[config.mk]
export PLATFORM = sky130hd
export DESIGN_NAME = signed_normalizer
export DESIGN_NICKNAME = d
export VERILOG_FILES = /design/src/rtl/snorm_pkg.sv /design/src/rtl/snorm_ctrl.sv /design/src/rtl/snorm_datapath.sv /design/src/rtl/signed_normalizer.sv
export SDC_FILE = /design/constraint.sdc
export NUM_CORES = 1
export LEC_CHECK = 0
export ABC_AREA = 1
export BUFFER_PORTS_ARGS = -buffer_cell sky130_fd_sc_hd__clkbuf_2
export CAP_MARGIN = 0
export CORE_MARGIN = 10
export CORE_UTILIZATION = 50
export CTS_CLUSTER_DIAMETER = 120
export DETAILED_ROUTE_END_ITERATION = 7
export GPL_TIMING_DRIVEN = 0
export PLACE_DENSITY = 0.77
export SYNTH_ARGS = -nofsm -noshare
export SYNTH_HDL_FRONTEND = slang
export SYNTH_HIERARCHICAL = 1
export SYNTH_SLANG_ARGS = --single-unit
[constraint.sdc]
create_clock -name clk -period 0.8 [get_ports clk]
set_input_delay 0.04 -clock clk [delete_from_list [all_inputs] [get_ports clk]]
set_output_delay 0.04 -clock clk [all_outputs]
set_load 0.005 [all_outputs]
[src/rtl/snorm_pkg.sv]
package snorm_pkg;
  // Strobes sent from control to datapath.
  typedef struct packed {
    logic load;   // capture a new result into the output stage
  } snorm_strobe_t;
endpackage

[src/rtl/snorm_ctrl.sv]
module snorm_ctrl
  import snorm_pkg::*;
#(
  parameter bit REG_OUT = 1'b1
) (
  input  logic          clk,
  input  logic          rstN,
  input  logic          inValid,
  output snorm_strobe_t strobe,
  output logic          outValid
);

  assign strobe.load = inValid;

  generate
    if (REG_OUT) begin : g_reg
      logic validQ;
      always_ff @(posedge clk or negedge rstN) begin
        if (!rstN) validQ <= 1'b0;
        else       validQ <= inValid;
      end
      assign outValid = validQ;

      AST_VALID_FOLLOWS: assert property (@(posedge clk) disable iff (!rstN)
        inValid |=> outValid);
      AST_VALID_DROPS: assert property (@(posedge clk) disable iff (!rstN)
        !inValid |=> !outValid);
    end else begin : g_comb
      assign outValid = inValid;
    end
  endgenerate

endmodule

[src/rtl/snorm_datapath.sv]
module snorm_datapath
  import snorm_pkg::*;
#(
  parameter int DATA_W  = 16,
  parameter bit REG_OUT = 1'b1,
  localparam int CNT_W  = $clog2(DATA_W)
) (
  input  logic              clk,
  input  logic              rstN,
  input  snorm_strobe_t     strobe,
  input  logic [DATA_W-1:0] inData,
  output logic [DATA_W-1:0] outMag,
  output logic              outSign,
  output logic [CNT_W-1:0]  outShift,
  output logic              outZero
);

  logic              signBit;
  logic [DATA_W-1:0] magnitude;
  logic [CNT_W:0][DATA_W-1:0] stageWord;
  logic [CNT_W-1:0]  shiftBits;
  logic              isZero;

  // Sign-magnitude conversion: the sign stays outside the shifter.
  assign signBit   = inData[DATA_W-1];
  assign magnitude = signBit ? (~inData + 1'b1) : inData;
  assign isZero    = ~|magnitude;
  assign stageWord[0] = magnitude;

  // Shift cascade, largest distance first; each stage sets one count bit.
  generate
    for (genvar i = 0; i < CNT_W; i++) begin : g_stage
      localparam int BITPOS = CNT_W - 1 - i;
      localparam int DIST   = 1 << BITPOS;
      assign shiftBits[BITPOS] = ~|stageWord[i][DATA_W-1 -: DIST];
      assign stageWord[i+1] = shiftBits[BITPOS]
                            ? {stageWord[i][DATA_W-1-DIST:0], {DIST{1'b0}}}
                            : stageWord[i];
    end
  endgenerate

  generate
    if (REG_OUT) begin : g_reg
      always_ff @(posedge clk or negedge rstN) begin
        if (!rstN) begin
          outMag   <= '0;
          outSign  <= 1'b0;
          outShift <= '0;
          outZero  <= 1'b0;
        end else if (strobe.load) begin
          outMag   <= stageWord[CNT_W];
          outSign  <= signBit;
          outShift <= shiftBits;
          outZero  <= isZero;
        end
      end

      AST_SIGN_KEPT: assert property (@(posedge clk) disable iff (!rstN)
        strobe.load |=> (outSign == $past(inData[DATA_W-1])));
      AST_HOLD_IDLE: assert property (@(posedge clk) disable iff (!rstN)
        !strobe.load |=> ($stable(outMag) && $stable(outShift)
                          && $stable(outSign) && $stable(outZero)));
    end else begin : g_comb
      assign outMag   = stageWord[CNT_W];
      assign outSign  = signBit;
      assign outShift = shiftBits;
      assign outZero  = isZero;
    end
  endgenerate

endmodule

[src/rtl/signed_normalizer.sv]
module signed_normalizer
  import snorm_pkg::*;
#(
  parameter int DATA_W  = 16,
  parameter bit REG_OUT = 1'b1,
  localparam int CNT_W  = $clog2(DATA_W)
) (
  input  logic              clk,
  input  logic              rstN,
  input  logic              inValid,
  input  logic [DATA_W-1:0] inData,
  output logic              outValid,
  output logic [DATA_W-1:0] outMag,
  output logic              outSign,
  output logic [CNT_W-1:0]  outShift,
  output logic              outZero
);

  snorm_strobe_t strobe;

  snorm_ctrl #(.REG_OUT(REG_OUT)) uCtrl (
    .clk      (clk),
    .rstN     (rstN),
    .inValid  (inValid),
    .strobe   (strobe),
    .outValid (outValid)
  );

  snorm_datapath #(.DATA_W(DATA_W), .REG_OUT(REG_OUT)) uPath (
    .clk      (clk),
    .rstN     (rstN),
    .strobe   (strobe),
    .inData   (inData),
    .outMag   (outMag),
    .outSign  (outSign),
    .outShift (outShift),
    .outZero  (outZero)
  );

  AST_NORM_MSB: assert property (@(posedge clk) disable iff (!rstN)
    (outValid && !outZero) |-> outMag[DATA_W-1]);
  AST_ZERO_CODE: assert property (@(posedge clk) disable iff (!rstN)
    (outValid && outZero) |-> ((outShift == '1) && (outMag == '0)));

endmodule

==> impl_metrics.py <==
metrics = {
    "cells_and_area": {
        "drive_gt1_frac": 0.511,
        "flow.area_growth_from_synthesis_pct": 51.8,
        "final_cells": 453,
        "finalNetCount": 424,
        "n_antenna_cell": 0,
        "design_area_mm2": 0.00313,
    },
    "critical_path": {
        "top_fanout_value_on_the_critical_path": 6,
        "critPathArrivalTime_ns": 2.39,
        "critical_path.slowest_cell": "sky130_fd_sc_hd__nor2_4",
        "worst_setup_path_startpoint": "inData[6]",
        "timing.critical_path.to_type": "flip-flop",
        "worstReg2RegEnd": "uPath/outMag[14]",
        "start_kind": "input port",
        "worst_reg2reg_path_length_in_cells": 3,
        "cells_traversed_along_the_worst_timing_path": "clkbuf_2 -> nor2_2 -> nand2_2 -> inv_1 -> nand2_1 -> nand3b_1 -> nand3_2 -> nor2_4 -> nand2_4 -> inv_4 -> nand2_2 -> nand2_2 -> nand3_2 -> nand2_4 -> inv_6 -> nand2_8 -> nand2_8 -> nor2_8 -> buf_12 -> buf_12 -> nand2_2 -> nand3_2",
        "cpPeakStageDelay_ns": 0.21,
        "rr_startpoint": "uPath/outMag[14]",
        "cp.required_ns": 1.02,
        "ff2ff_setup_slack_ns": 0.03,
        "timing.critical_path.to": "uPath/outMag[1]",
        "critical_path.most_common_cell": "sky130_fd_sc_hd__nand2_2",
        "worst_setup_path_class": "in -> reg",
    },
    "logic_synthesis": {
        "synthesis.area_mm2": 0.00206,
        "yosysUniqueCellTypes": 32,
        "net_count_after_synthesis": 335,
        "ys.warnings.count": 6,
        "share_of_the_yosys_chip_area_belonging_to_registers": 0.279,
        "post_synth.cell_area_avg_um2": 6.55,
        "postSynthRegisterBits": 23,
        "synth_cells": 315,
    },
    "power": {
        "p_per_area_mw_per_mm2": 1430,
        "vdd_drop_max_uv": 796,
        "power.leakage_nw": 1.68,
    },
    "floorplan": {
        "ios": 42,
        "effective_utilization_at_floorplan": 0.516,
        "die_area_mm2": 0.00710,
        "num_rows": 23,
        "die_h_um": 84.3,
        "floorplan.die.width_um": 84.3,
        "floorplan.core_area_mm2": 0.00400,
    },
    "drt": {
        "detailroute.wirelength.met2_um": 3660,
        "top_layer": "met4",
        "wl_per_cell_um": 15.5,
        "drt_pre_antenna_iters": 5,
        "drc": 0,
        "drt_wl_total_um": 7040,
        "met3_wirelength_um": 428,
        "detailroute.via_count": 2461,
        "drt_iter0_markers": 198,
        "final_antenna_net_count": 0,
        "detail_route.vias_per_cell": 5.43,
        "length_of_routed_wiring_on_met1_um": 2690,
    },
    "clocking": {
        "max_buffers_root_to_sink": 2,
        "tritoncts_clock_tree": "done",
        "clk-insertion-delay-late_ns": 0.27,
        "cts.htree.levels": 1,
        "numCtsBuffers": 3,
        "root_buffer": "sky130_fd_sc_hd__clkbuf_8",
        "cts.sinks": 23,
        "clk_pin_slew_worst_paths_ns": 0.09,
    },
    "sta": {
        "tightestPinTransition_ns": 0.583,
        "finalCriticalPeriod_ns": 2.18,
        "rsz0062_at_grt": "yes",
        "maxSlewHeadroom": 0.611,
        "setup_violations": 42,
        "setup_slack_ns": -1.38,
        "report.final.hold_viol_count": 0,
        "slew_viol_final": 0,
        "post_route_clock_skew_ns": 0,
        "fin_tns_setup_ns": -25.67,
        "layout_worst_path_cycle_share": 2.72,
        "fmax_ghz": 0.459,
    },
    "min_path": {
        "timing.hold.worst.class": "in -> reg",
    },
    "global_routing": {
        "grt_start_max_net_pins": 24,
        "via_count_of_the_first_global_routing_pass": 2419,
        "grt_pass1_wl_um": 11000,
        "grt.overflow.total": 0,
        "number_of_antenna_violations_at_the_first_check_in_global_routing": 0,
        "grt_usage": 0.180,
    },
    "placed_design": {
        "placed_cell_area_mm2": 0.00245,
        "gp_routability_congestion": 0.879,
        "dpl.cell_count": 405,
        "hpwlAfterDp_um": 4280,
        "placement.io_buffers": 40,
        "post_place_setup_slack_ns": -1.52,
    },
    "run_status": {
        "violations": "setup timing",
        "run_status": "complete, but fails checks",
    },
    "flow_run": {
        "maxCapViolCount": 0,
    },
}
kinds of logic after synthesis:
group | Yosys count | synth area share
buffers and inverters | 41 | 0.0964
xor gates and xnor gates | 5 | 0.0212
DFF | 23 | 0.279
AOI/OAI and AO/OA | 23 | 0.0673
and+or+nand+nor | 222 | 0.530
adders and majority gates | 1 | 0.00606
metrics by stage:
stage	total power, mW	utilization	hold WS [ns]
3_5_place_dp	3.10	0.614	0.0702
4_1_cts	4.22	0.723	0.0934
6_report	4.47	0.784	0.119
2_1_floorplan	2.58	-	-0.256
3_3_place_gp	3.06	0.614	0.0542
5_1_grt	4.78	0.784	0.133
cell usage in the layout, fill, tap and decap left out, types with 2 or more instances in the layout:
master / Yosys / routed
sky130_fd_sc_hd__nor2_4: 6 / 11
sky130_fd_sc_hd__o21ai_2: 0 / 2
sky130_fd_sc_hd__clkbuf_2: 0 / 37
sky130_fd_sc_hd__o21bai_1: 3 / 2
sky130_fd_sc_hd__nand2_8: 1 / 2
sky130_fd_sc_hd__inv_12: 0 / 2
sky130_fd_sc_hd__xor2_1: 3 / 3
sky130_fd_sc_hd__a21oi_1: 3 / 2
sky130_fd_sc_hd__nand3_2: 10 / 27
sky130_fd_sc_hd__buf_4: 2 / 44
sky130_fd_sc_hd__nor2_2: 3 / 5
sky130_fd_sc_hd__buf_6: 2 / 2
sky130_fd_sc_hd__dfrtp_1: 23 / 23
sky130_fd_sc_hd__inv_2: 8 / 7
sky130_fd_sc_hd__xnor2_1: 2 / 2
sky130_fd_sc_hd__nand2_4: 3 / 11
sky130_fd_sc_hd__nand3_1: 29 / 10
sky130_fd_sc_hd__o21ai_0: 8 / 6
sky130_fd_sc_hd__buf_2: 3 / 2
sky130_fd_sc_hd__nor2_1: 20 / 13
sky130_fd_sc_hd__clkbuf_8: 0 / 4
sky130_fd_sc_hd__nand3_4: 0 / 2
sky130_fd_sc_hd__buf_12: 1 / 3
sky130_fd_sc_hd__inv_1: 21 / 17
sky130_fd_sc_hd__nand2_1: 127 / 104
sky130_fd_sc_hd__nand4_1: 3 / 3
sky130_fd_sc_hd__dlygate4sd3_1: 0 / 2
sky130_fd_sc_hd__nand2_2: 17 / 31
sky130_fd_sc_hd__o21ai_1: 6 / 6
sky130_fd_sc_hd__buf_8: 0 / 2
area by class of cell:
class,instances,area [µm²]
Clock buffer,3,41.3
Tap cell,50,62.6
Buffer,11,115
Sequential cell,23,576
Inverter,30,156
Multi-Input combinational cell,251,1590
Timing Repair Buffer,84,589
Fill cell,265,866
Clock inverter,1,5.00
worst min-delay path by stage:
stage | startpoint | end | slack (ns) | depth (start not counted)
after floorplan | rstN | uCtrl/outValid | -0.26 | 0
after global placement | rstN | uPath/outMag[12] | 0.05 | 1
after detailed placement | rstN | uPath/outShift[2] | 0.07 | 1
after CTS | inValid | uPath/outMag[0] | 0.09 | 3
after global routing | inValid | uPath/outMag[0] | 0.13 | 3
final | inValid | uPath/outMag[0] | 0.12 | 3
sequential cells by signal, summed over array words and instances, names as in the netlist:
name            cells
uPath/outMag       16
uPath/outShift      4
uCtrl/outValid      1
uPath/outSign       1
uPath/outZero       1
repair_timing:
action,CTS,global route
hold buffers,2,0
setup endpoints to repair,43,44
buffers inserted,25,18
gates resized for setup,39,43
gates cloned,1,0
endpoints found under the hold margin,24,0
pin swaps,27,19
cells in the mapped netlist:
| cell type | number | share of area |
|---|---|---|
| sky130_fd_sc_hd__o21ai_1 | 6 | 0.015 |
| sky130_fd_sc_hd__nand2_4 | 3 | 0.016 |
| sky130_fd_sc_hd__o21ai_0 | 8 | 0.019 |
| sky130_fd_sc_hd__nand2_1 | 127 | 0.23 |
| sky130_fd_sc_hd__buf_4 | 2 | 0.0073 |
| sky130_fd_sc_hd__inv_4 | 1 | 0.0030 |
| sky130_fd_sc_hd__buf_6 | 2 | 0.011 |
| sky130_fd_sc_hd__o21a_1 | 1 | 0.0036 |
| sky130_fd_sc_hd__xnor2_1 | 2 | 0.0085 |
| sky130_fd_sc_hd__o21bai_1 | 3 | 0.011 |
| sky130_fd_sc_hd__nand3_1 | 29 | 0.070 |
| sky130_fd_sc_hd__xor2_1 | 3 | 0.013 |
| sky130_fd_sc_hd__nor2_4 | 6 | 0.033 |
| sky130_fd_sc_hd__nand2_8 | 1 | 0.0097 |
| sky130_fd_sc_hd__dfrtp_1 | 23 | 0.28 |
| sky130_fd_sc_hd__a21oi_4 | 1 | 0.0079 |
| sky130_fd_sc_hd__nor2_8 | 1 | 0.0097 |
| sky130_fd_sc_hd__nor2_2 | 3 | 0.0091 |
| sky130_fd_sc_hd__nand2_2 | 17 | 0.052 |
| sky130_fd_sc_hd__nor2_1 | 20 | 0.036 |
| sky130_fd_sc_hd__nand3_2 | 10 | 0.048 |
| sky130_fd_sc_hd__ha_1 | 1 | 0.0061 |
| sky130_fd_sc_hd__nand3b_1 | 1 | 0.0036 |
| sky130_fd_sc_hd__a21oi_1 | 3 | 0.0073 |
| sky130_fd_sc_hd__nor3_1 | 1 | 0.0024 |
| sky130_fd_sc_hd__nand4_1 | 3 | 0.0091 |
| sky130_fd_sc_hd__a22oi_1 | 1 | 0.0036 |
| sky130_fd_sc_hd__inv_1 | 21 | 0.038 |
| sky130_fd_sc_hd__buf_12 | 1 | 0.0097 |
| sky130_fd_sc_hd__inv_2 | 8 | 0.015 |
| sky130_fd_sc_hd__buf_2 | 3 | 0.0073 |
| sky130_fd_sc_hd__clkbuf_1 | 3 | 0.0055 |
power by group:
group          leakage [nW]  switching (mW)  internal, mW
Combinational          1.37            1.25          1.00
Clock                0.0255           0.403         0.349
Sequential            0.288          0.0994          1.36
critical path, delay by kind of cell:
| kind | cells | cell delay, ns |
|---|---|---|
| buffers and inverters | 6 | 0.63 |
| AND/OR/NAND/NOR | 16 | 1.71 |
layer usage:
layer / vias to the layer above / GRT usage
met2: 110 / 0.317
met5: - / 0
met4: 0 / 0.0822
li1: 1157 / -
met3: 26 / 0.0338
met1: 1168 / 0.205
(Power assumes the default switching activity.)
